===== config.mk =====
export PLATFORM = sky130hd
export DESIGN_NAME = acc4_cpu
export DESIGN_NICKNAME = d
export VERILOG_FILES = /design/src/rtl/acc4_pkg.sv /design/src/rtl/acc4_rst_sync.sv /design/src/rtl/acc4_decode.sv /design/src/rtl/acc4_dmem.sv /design/src/rtl/acc4_cpu.sv
export SDC_FILE = /design/constraint.sdc
export NUM_CORES = 1
export LEC_CHECK = 0
export ABC_AREA = 1
export CORE_ASPECT_RATIO = 0.5
export CORE_MARGIN = 2
export CORE_UTILIZATION = 44
export CTS_CLUSTER_DIAMETER = 120
export CTS_CLUSTER_SIZE = 40
export DETAILED_ROUTE_END_ITERATION = 7
export GPL_TIMING_DRIVEN = 1
export PLACE_DENSITY_LB_ADDON = 0.05
export SETUP_SLACK_MARGIN = 0.15
export SLEW_MARGIN = 15
export SYNTH_ARGS = -nofsm -noshare
export SYNTH_HDL_FRONTEND = slang
export SYNTH_SLANG_ARGS = --single-unit

===== constraint.sdc =====
create_clock -name clk -period 0.8 [get_ports clk]
set_clock_uncertainty 0.05 [all_clocks]
set_input_delay 0.08 -clock clk [delete_from_list [all_inputs] [get_ports clk]]
set_output_delay 0.08 -clock clk [all_outputs]
set_load 0.005 [all_outputs]

===== src/rtl/acc4_pkg.sv =====
package acc4_pkg;
  localparam int OP_W = 3;

  typedef enum logic [OP_W-1:0] {
    OP_HALT = 3'b000,
    OP_LDI  = 3'b001,
    OP_ADD  = 3'b010,
    OP_SUB  = 3'b011,
    OP_JMP  = 3'b100,
    OP_JZ   = 3'b101,
    OP_LDA  = 3'b110,
    OP_STA  = 3'b111
  } opcode_e;

  typedef enum logic [1:0] {
    SRC_IMM = 2'd0,
    SRC_ADD = 2'd1,
    SRC_SUB = 2'd2,
    SRC_MEM = 2'd3
  } acc_src_e;

  typedef struct packed {
    logic     acc_we;
    acc_src_e src;
    logic     mem_we;
    logic     jmp;
    logic     jz;
    logic     hlt;
  } ctrl_t;
endpackage


===== src/rtl/acc4_rst_sync.sv =====
module acc4_rst_sync #(
  parameter int STAGES = 2
) (
  input  logic clk,
  input  logic rst_n,
  output logic rst_sync_n
);
  logic [STAGES-1:0] sync_q;

  always_ff @(posedge clk or negedge rst_n) begin
    if (!rst_n) sync_q <= '0;
    else        sync_q <= {sync_q[STAGES-2:0], 1'b1};
  end

  assign rst_sync_n = sync_q[STAGES-1];
endmodule


===== src/rtl/acc4_decode.sv =====
module acc4_decode
  import acc4_pkg::*;
(
  input  logic [OP_W-1:0] op,
  output ctrl_t           ctrl
);
  always_comb begin
    ctrl = '{acc_we: 1'b0, src: SRC_IMM, mem_we: 1'b0,
             jmp: 1'b0, jz: 1'b0, hlt: 1'b0};
    case (opcode_e'(op))
      OP_HALT: ctrl.hlt = 1'b1;
      OP_LDI:  begin ctrl.acc_we = 1'b1; ctrl.src = SRC_IMM; end
      OP_ADD:  begin ctrl.acc_we = 1'b1; ctrl.src = SRC_ADD; end
      OP_SUB:  begin ctrl.acc_we = 1'b1; ctrl.src = SRC_SUB; end
      OP_JMP:  ctrl.jmp = 1'b1;
      OP_JZ:   ctrl.jz  = 1'b1;
      OP_LDA:  begin ctrl.acc_we = 1'b1; ctrl.src = SRC_MEM; end
      OP_STA:  ctrl.mem_we = 1'b1;
      default: ctrl.hlt = 1'b1;
    endcase
  end
endmodule


===== src/rtl/acc4_dmem.sv =====
module acc4_dmem #(
  parameter int DW     = 4,
  parameter int DWORDS = 4,
  localparam int SELW  = $clog2(DWORDS)
) (
  input  logic                 clk,
  input  logic                 rst_ni,
  input  logic [SELW-1:0]      addr,
  input  logic                 we,
  input  logic [DW-1:0]        wdata,
  output logic [DW-1:0]        rdata,
  output logic [DWORDS*DW-1:0] words_o
);
  logic [DW-1:0] words [DWORDS];

  for (genvar i = 0; i < DWORDS; i++) begin : g_word
    logic sel_en;
    assign sel_en = we && (addr == SELW'(i));

    always_ff @(posedge clk or negedge rst_ni) begin
      if (!rst_ni)     words[i] <= '0;
      else if (sel_en) words[i] <= wdata;
    end

    assign words_o[i*DW +: DW] = words[i];
  end

  assign rdata = words[addr];

  // a write is visible in the addressed word on the next cycle
  p_store_commit_r5: assert property (@(posedge clk) disable iff (!rst_ni)
    we |=> words[$past(addr)] == $past(wdata));
endmodule


===== src/rtl/acc4_cpu.sv =====
module acc4_cpu
  import acc4_pkg::*;
#(
  parameter int PCW    = 4,
  parameter int DW     = 4,
  parameter int DWORDS = 4,
  localparam int IW    = OP_W + PCW,
  localparam int SELW  = $clog2(DWORDS)
) (
  input  logic                 clk,
  input  logic                 rst_n,
  output logic [PCW-1:0]       imem_addr,
  input  logic [IW-1:0]        imem_word,
  output logic [PCW-1:0]       pc_o,
  output logic [DW-1:0]        acc_o,
  output logic                 zero_o,
  output logic                 halted_o,
  output logic [DWORDS*DW-1:0] ram_o
);
  logic           rst_int_n;
  logic [PCW-1:0] pc_q, pc_d;
  logic [DW-1:0]  acc_q, acc_d;
  logic           halted_q, halted_d;
  logic           run, acc_en, mem_en, jump_taken;
  logic [PCW-1:0] imm;
  logic [DW-1:0]  opnd;
  ctrl_t          ctrl;

  acc4_rst_sync #(.STAGES(2)) u_rst (
    .clk(clk), .rst_n(rst_n), .rst_sync_n(rst_int_n));

  acc4_decode u_dec (.op(imem_word[PCW +: OP_W]), .ctrl(ctrl));

  assign imm = imem_word[PCW-1:0];
  assign run = !halted_q;

  acc4_dmem #(.DW(DW), .DWORDS(DWORDS)) u_mem (
    .clk(clk), .rst_ni(rst_int_n), .addr(imm[SELW-1:0]),
    .we(mem_en), .wdata(acc_q), .rdata(opnd), .words_o(ram_o));

  // next-state logic
  always_comb begin
    jump_taken = ctrl.jmp || (ctrl.jz && (acc_q == '0));
    if (ctrl.hlt)        pc_d = pc_q;
    else if (jump_taken) pc_d = imm;
    else                 pc_d = pc_q + PCW'(1);

    case (ctrl.src)
      SRC_IMM: acc_d = DW'(imm);
      SRC_ADD: acc_d = acc_q + opnd;
      SRC_SUB: acc_d = acc_q + ~opnd + DW'(1);
      default: acc_d = opnd;
    endcase

    halted_d = ctrl.hlt;
    acc_en   = run && ctrl.acc_we;
    mem_en   = run && ctrl.mem_we;
  end

  // registers
  always_ff @(posedge clk or negedge rst_int_n) begin
    if (!rst_int_n) begin
      pc_q     <= '0;
      halted_q <= 1'b0;
    end else if (run) begin
      pc_q     <= pc_d;
      halted_q <= halted_d;
    end
  end

  always_ff @(posedge clk or negedge rst_int_n) begin
    if (!rst_int_n)  acc_q <= '0;
    else if (acc_en) acc_q <= acc_d;
  end

  assign imem_addr = pc_q;
  assign pc_o      = pc_q;
  assign acc_o     = acc_q;
  assign zero_o    = (acc_q == '0);
  assign halted_o  = halted_q;

  // immediate load lands in the accumulator
  p_ldi_load_r3: assert property (@(posedge clk) disable iff (!rst_int_n)
    (!halted_o && imem_word[PCW +: OP_W] == OP_LDI) |=> acc_o == DW'($past(imm)));

  // sequential opcodes step PC by one
  p_pc_step_r3: assert property (@(posedge clk) disable iff (!rst_int_n)
    (!halted_o && (imem_word[PCW +: OP_W] inside {OP_LDI, OP_ADD, OP_SUB, OP_LDA, OP_STA}))
    |=> pc_o == $past(pc_o) + PCW'(1));

  // unconditional jump loads PC with the immediate
  p_jmp_target_r6: assert property (@(posedge clk) disable iff (!rst_int_n)
    (!halted_o && imem_word[PCW +: OP_W] == OP_JMP) |=> pc_o == $past(imm));

  // a halted machine stays frozen
  p_halt_freeze_r7: assert property (@(posedge clk) disable iff (!rst_int_n)
    halted_o |=> halted_o && $stable(pc_o) && $stable(acc_o) && $stable(ram_o));

  // a halt word sets the flag without moving PC
  p_halt_entry_r7: assert property (@(posedge clk) disable iff (!rst_int_n)
    (!halted_o && imem_word[PCW +: OP_W] == OP_HALT) |=> halted_o && $stable(pc_o));
endmodule


# == Word-level counts from Yosys, hierarchy flattened ==
# Cells that the tools add are included.
# classes
n_eq_ne,12
n_lt_le_gt_ge,1
add_sub_neg,4
bitwise_logic,4
reduce_logical,14
n_mux,11
# ops
operator,n
$eq 3x3->1 const B,4
$mux 4,3
$pmux 3 s4,1
$pmux 4 s3,1
$add 4x1->4 const B,2
$add 4x4->4,2
$bmux 4 s2,1
$logic_and 1x1->1,7
$eq 2x2->1 const B,3
$eq 3x2->1 const B,2
$mux 1,5
$eq 2x1->1 const B,2
$logic_not 2->1,2
$logic_not 4->1,1
$not 4->4,1
$eq 3x1->1 const B,1
$ge 3x3->1 const B,1
$logic_not 3->1,1
$not 2->3,1
$not 1->1,2
$reduce_and 2->1,1
$logic_not 1->1,1
$logic_or 1x1->1,1
# totals
inputBits,9
ff_bits,27
output_inout_bits,30

# == Logic depth before layout (Yosys ltp) ==
# depth
word_depth,8
depth_mapped,15
mapped_depth_nobuf,15

# == Hierarchy ==
# From an unflattened synthesis, not the netlist that was laid out.
# hier_totals
hier_cells,248
area_unflattened_um2,1736.7
# modules_own_cells
mod,n_inst,seq_area_each_um2,area_per_inst_um2,cells_each
acc4_dmem,1,400.4,815.8,113
acc4_cpu,1,225.2,809.5,118
acc4_decode,1,0.0,57.6,14
acc4_rst_sync,1,50.0,53.8,3

# == Worst setup path before layout ==
# Ideal clock, no wire load.
# synth_path
path_type,register to register
startpoint,"register u_mem.words, in the netlist u_mem.words_o[0]"
endpoint,register acc_q[2] (netlist: acc_o[2])
setup_ps,130
n_path_buf,0
t_required_ps,620
path_slack_ps,-1074
arrival_time_ps,1694
path_stages_with_launch,8
cell_sequence,dfrtp_1 > nand2_1 > nand4_1 > ha_1 > fa_1 > or2_2 > a31oi_1 > a22oi_1
# synth_via
elab_chain_len,7
elab_cells_between_ends,8
classes_between,3 x add/sub; 4 x mux; 1 x bitwise
# synth_lines
element,line,text
"start, declared",acc4_dmem.sv:14,logic [DW-1:0] words [DWORDS];
"start signal, assigned by index",acc4_dmem.sv:22,else if (sel_en) words[i] <= wdata;
$bmux 4 s2 *,acc4_dmem.sv:28,assign rdata = words[addr];
$mux 4 (implied by the code) * (2 in series),acc4_dmem.sv:28,
$not 4->4,acc4_cpu.sv:51,SRC_SUB: acc_d = acc_q + ~opnd + DW'(1);
$add 4x4->4,acc4_cpu.sv:51,
$add 4x1->4,acc4_cpu.sv:51,
$pmux 4 s3 *,acc4_cpu.sv:48,case (ctrl.src)
"end signal, assigned",acc4_cpu.sv:72,if (!rst_int_n) acc_q <= '0;
"end signal, assigned",acc4_cpu.sv:73,else if (acc_en) acc_q <= acc_d;
"end, declared",acc4_cpu.sv:22,"logic [DW-1:0] acc_q, acc_d;"
# Every way passes the cells marked *; elsewhere a longest branch is shown, timed or not. The select of a mux whose other input is x is not followed.
# A chain may end at the register's enable or synchronous reset.

# == Final worst setup path ==
# layout_path
startpoint,"register u_mem.words, in the netlist u_mem.words_o[8]"
endpoint,register acc_q[1] (netlist: acc_o[1])
# Same word-level chain as after synthesis.

==> metrics <==
sequential area share after synthesis 0.424; Routed WL 6.97 mm; CP Cell Sequence nand2_1 > nand4_1 > ha_2 > inv_2 > fa_2 > nand2_1 > o21ai_1 > a21oi_1 > o21ai_1 > nand2_1 > o21ai_1; CTS max path bufs 2; Iter 0 DRT Violations 132; Ant. Diodes 0; synthesized area 0.00159 mm2; post-synthesis cell type count 26; Setup CP Type reg -> reg; final hold viol count 2; H-tree depth 1; synthesis-to-layout area growth 98.2%; wire per inst 18.3 um; fmax 467 MHz; Initial Utilization 0.461; Req. time, crit path 0.95 ns; Finish-stage setup viols 55; FP Rows 15; largest net degree at the start of global routing 26; Layout Utilization 0.914; Hold WS -0.123 ns; cts bufs inserted 3; root buffer cell clkbuf_8; Post-Place Cells 336; post-layout instance count excluding filler cells 380; delay-heaviest family, CP adder cells; initial antenna violation count 0; first-pass GRT wire length 8.21 mm; GR Util met3 0.0717; min Tclk post-route 2.14 ns; final setup margin -1.34 ns; pwr/cell area 2450 mW/mm2; DIE WIDTH 89.1 um; met1 GRT Util 0.325; Setup TNS -27.23 ns; Avg Cell Area, Syn 7.92 um2; boundary pin count 39; CORE AREA 0.00345 mm2; Detail Placement HPWL 3.49 mm; Max-Cap Viols 0; die area 0.00415 mm2; grt peak-use layer met2; Post-layout nets 349; Die Y-Extent 46.5 um; RSZ-0062 raised after global routing true; Power, Total 7.75 mW; via count 2103; worst skew pair latency 0.31 ns; status finished with violations; failing checks negative hold slack, negative setup slack; share of cells above drive strength 1 0.568; GR Util met2 0.481; Reg clk slew, reported paths 0.12 ns; Slew Viols, Final 0; peak per-stage delay on the critical path 0.44 ns; Post-route DRC 0; Max IR drop VDD 2300 uV; capturing element type of the critical path flip-flop; post-route ant nets 0; syn nets 220; area leader, netlist dfrtp_1; Crit-path slowest cell fa_2; HP Class in -> async; Synth top area share 0.424; Vias/cell 5.53; CTS tree done; fin crit share 2.68; CP startpoint kind flip-flop; Ys Warns 0; post-synthesis register bit count 27; Final Wtd Congestion 0.916; all-layer global routing usage 0.272; Critical Path AT 2.29 ns; clk sink count 27; I/O Buffers 38; maximum fanout along the worst path 3; Pleak 1.58 nW; largest cells by area after synthesis dfrtp_1 (42%), nand2_1 (14%), ha_1 (6.3%), o21ai_0 (6.3%), inv_1 (4.2%); drt pass-1 iters 5; GRT overflow 0; vias in the first global route 1804; Synth Instances 201; Buf/Inv on CP 1
-- kinds of logic (layout without fill, tap and decap cells) --
logic type               Yosys count  in the layout  share of synthesized area
AO/OA/AOI/OAI                     40             40                      0.135
XOR/XNOR                           3              3                     0.0165
adder cells (fa/ha/maj)           10             10                     0.0880
buffers and inverters             27            155                     0.0731
flip-flops                        27             27                      0.424
other                              1              1                    0.00235
AND/OR/NAND/NOR                   93             93                      0.261
-- synthesized netlist by cell type, drive strengths merged --
| library cell | n |
|---|---|
| conb | 1 |
| inv | 23 |
| a22oi | 3 |
| ha | 8 |
| nor3 | 1 |
| fa | 2 |
| o22ai | 1 |
| nand4 | 2 |
| dfrtp | 27 |
| nand3 | 14 |
| a21oi | 7 |
| o211ai | 2 |
| nand2 | 64 |
| o21ai | 26 |
| or2 | 1 |
| a31oi | 1 |
| buf | 4 |
| xnor2 | 2 |
| nor2 | 9 |
| xor2 | 1 |
| nand3b | 2 |
-- flip-flops by register name, indices dropped and copies added, names as in the netlist --
signal and count:
halted_o 1, imem_addr 4, u_rst.sync_q 2, u_mem.words_o 16, acc_o 4
-- path summary, 6_finish.rpt --
kind	startpoint	to	cells past startpoint	slack, ns
max in group asynchronous	u_rst.sync_q[1]	acc_o[1]	1	0.39
max	u_mem.words_o[8]	acc_o[1]	11	-1.34
min reg2reg	u_rst.sync_q[1]	u_mem.words_o[8]	1	0.15
max reg2reg	u_mem.words_o[8]	acc_o[1]	11	-1.34
min in group clk	u_rst.sync_q[0]	u_rst.sync_q[1]	0	0.32
min	rst_n	u_rst.sync_q[1]	1	-0.12
-- routing by layer --
metal / vias up / wire length, um
met2: 164 / 3270
met1: 967 / 2590
met5: - / 0
met4: 0 / 398
met3: 58 / 708
li1: 914 / -
-- timing repair --
item | in CTS | in global routing
pin swaps | 14 | 14
buffers inserted | 31 | 9
hold endpoints to repair | 2 | 2
gates resized for setup | 214 | 43
endpoints found under the setup margin | 55 | 55
-- cell type report --
| cell class | instances | area [um2] |
|---|---|---|
| well taps | 51 | 63.8 |
| clock inverters | 1 | 8.76 |
| multi-input cells | 147 | 1010 |
| inverters | 23 | 88.8 |
| clock buffers | 3 | 41.3 |
| repair buffers | 128 | 1270 |
| fillers | 137 | 297 |
| flip-flops and latches | 27 | 679 |
-- report_power, final --
group          leakage, nW  total [mW]  internal (mW)  switching (mW)
Sequential           0.344        1.98           1.65           0.329
Combinational         1.21        4.84           2.79            2.05
Clock               0.0261       0.920          0.370           0.550
Total                 1.58        7.75           4.82            2.93
-- metrics by stage --
step | cell area (um2) | setup slack, ns
final | 3160 | -1.34
after global routing | 3160 | -1.40
after CTS | 2940 | -1.12
after detailed placement | 2430 | -1.61
after global placement | 2430 | -1.55
after floorplan | 1640 | -0.992
-- cell usage in the layout (no fill, tap or decap), drive strengths merged, types with 2 or more instances in the layout --
cell type      count
nand3             14
dfrtp             27
a22oi              3
nand2             64
fa                 2
nor2               9
ha                 8
dlygate4sd2        2
nand3b             2
o211ai             2
o21ai             26
a21oi              7
clkdlybuf4s50      5
buf              118
clkbuf             5
xnor2              2
nand4              2
inv               24
Power figures use the tool's default switching activity.
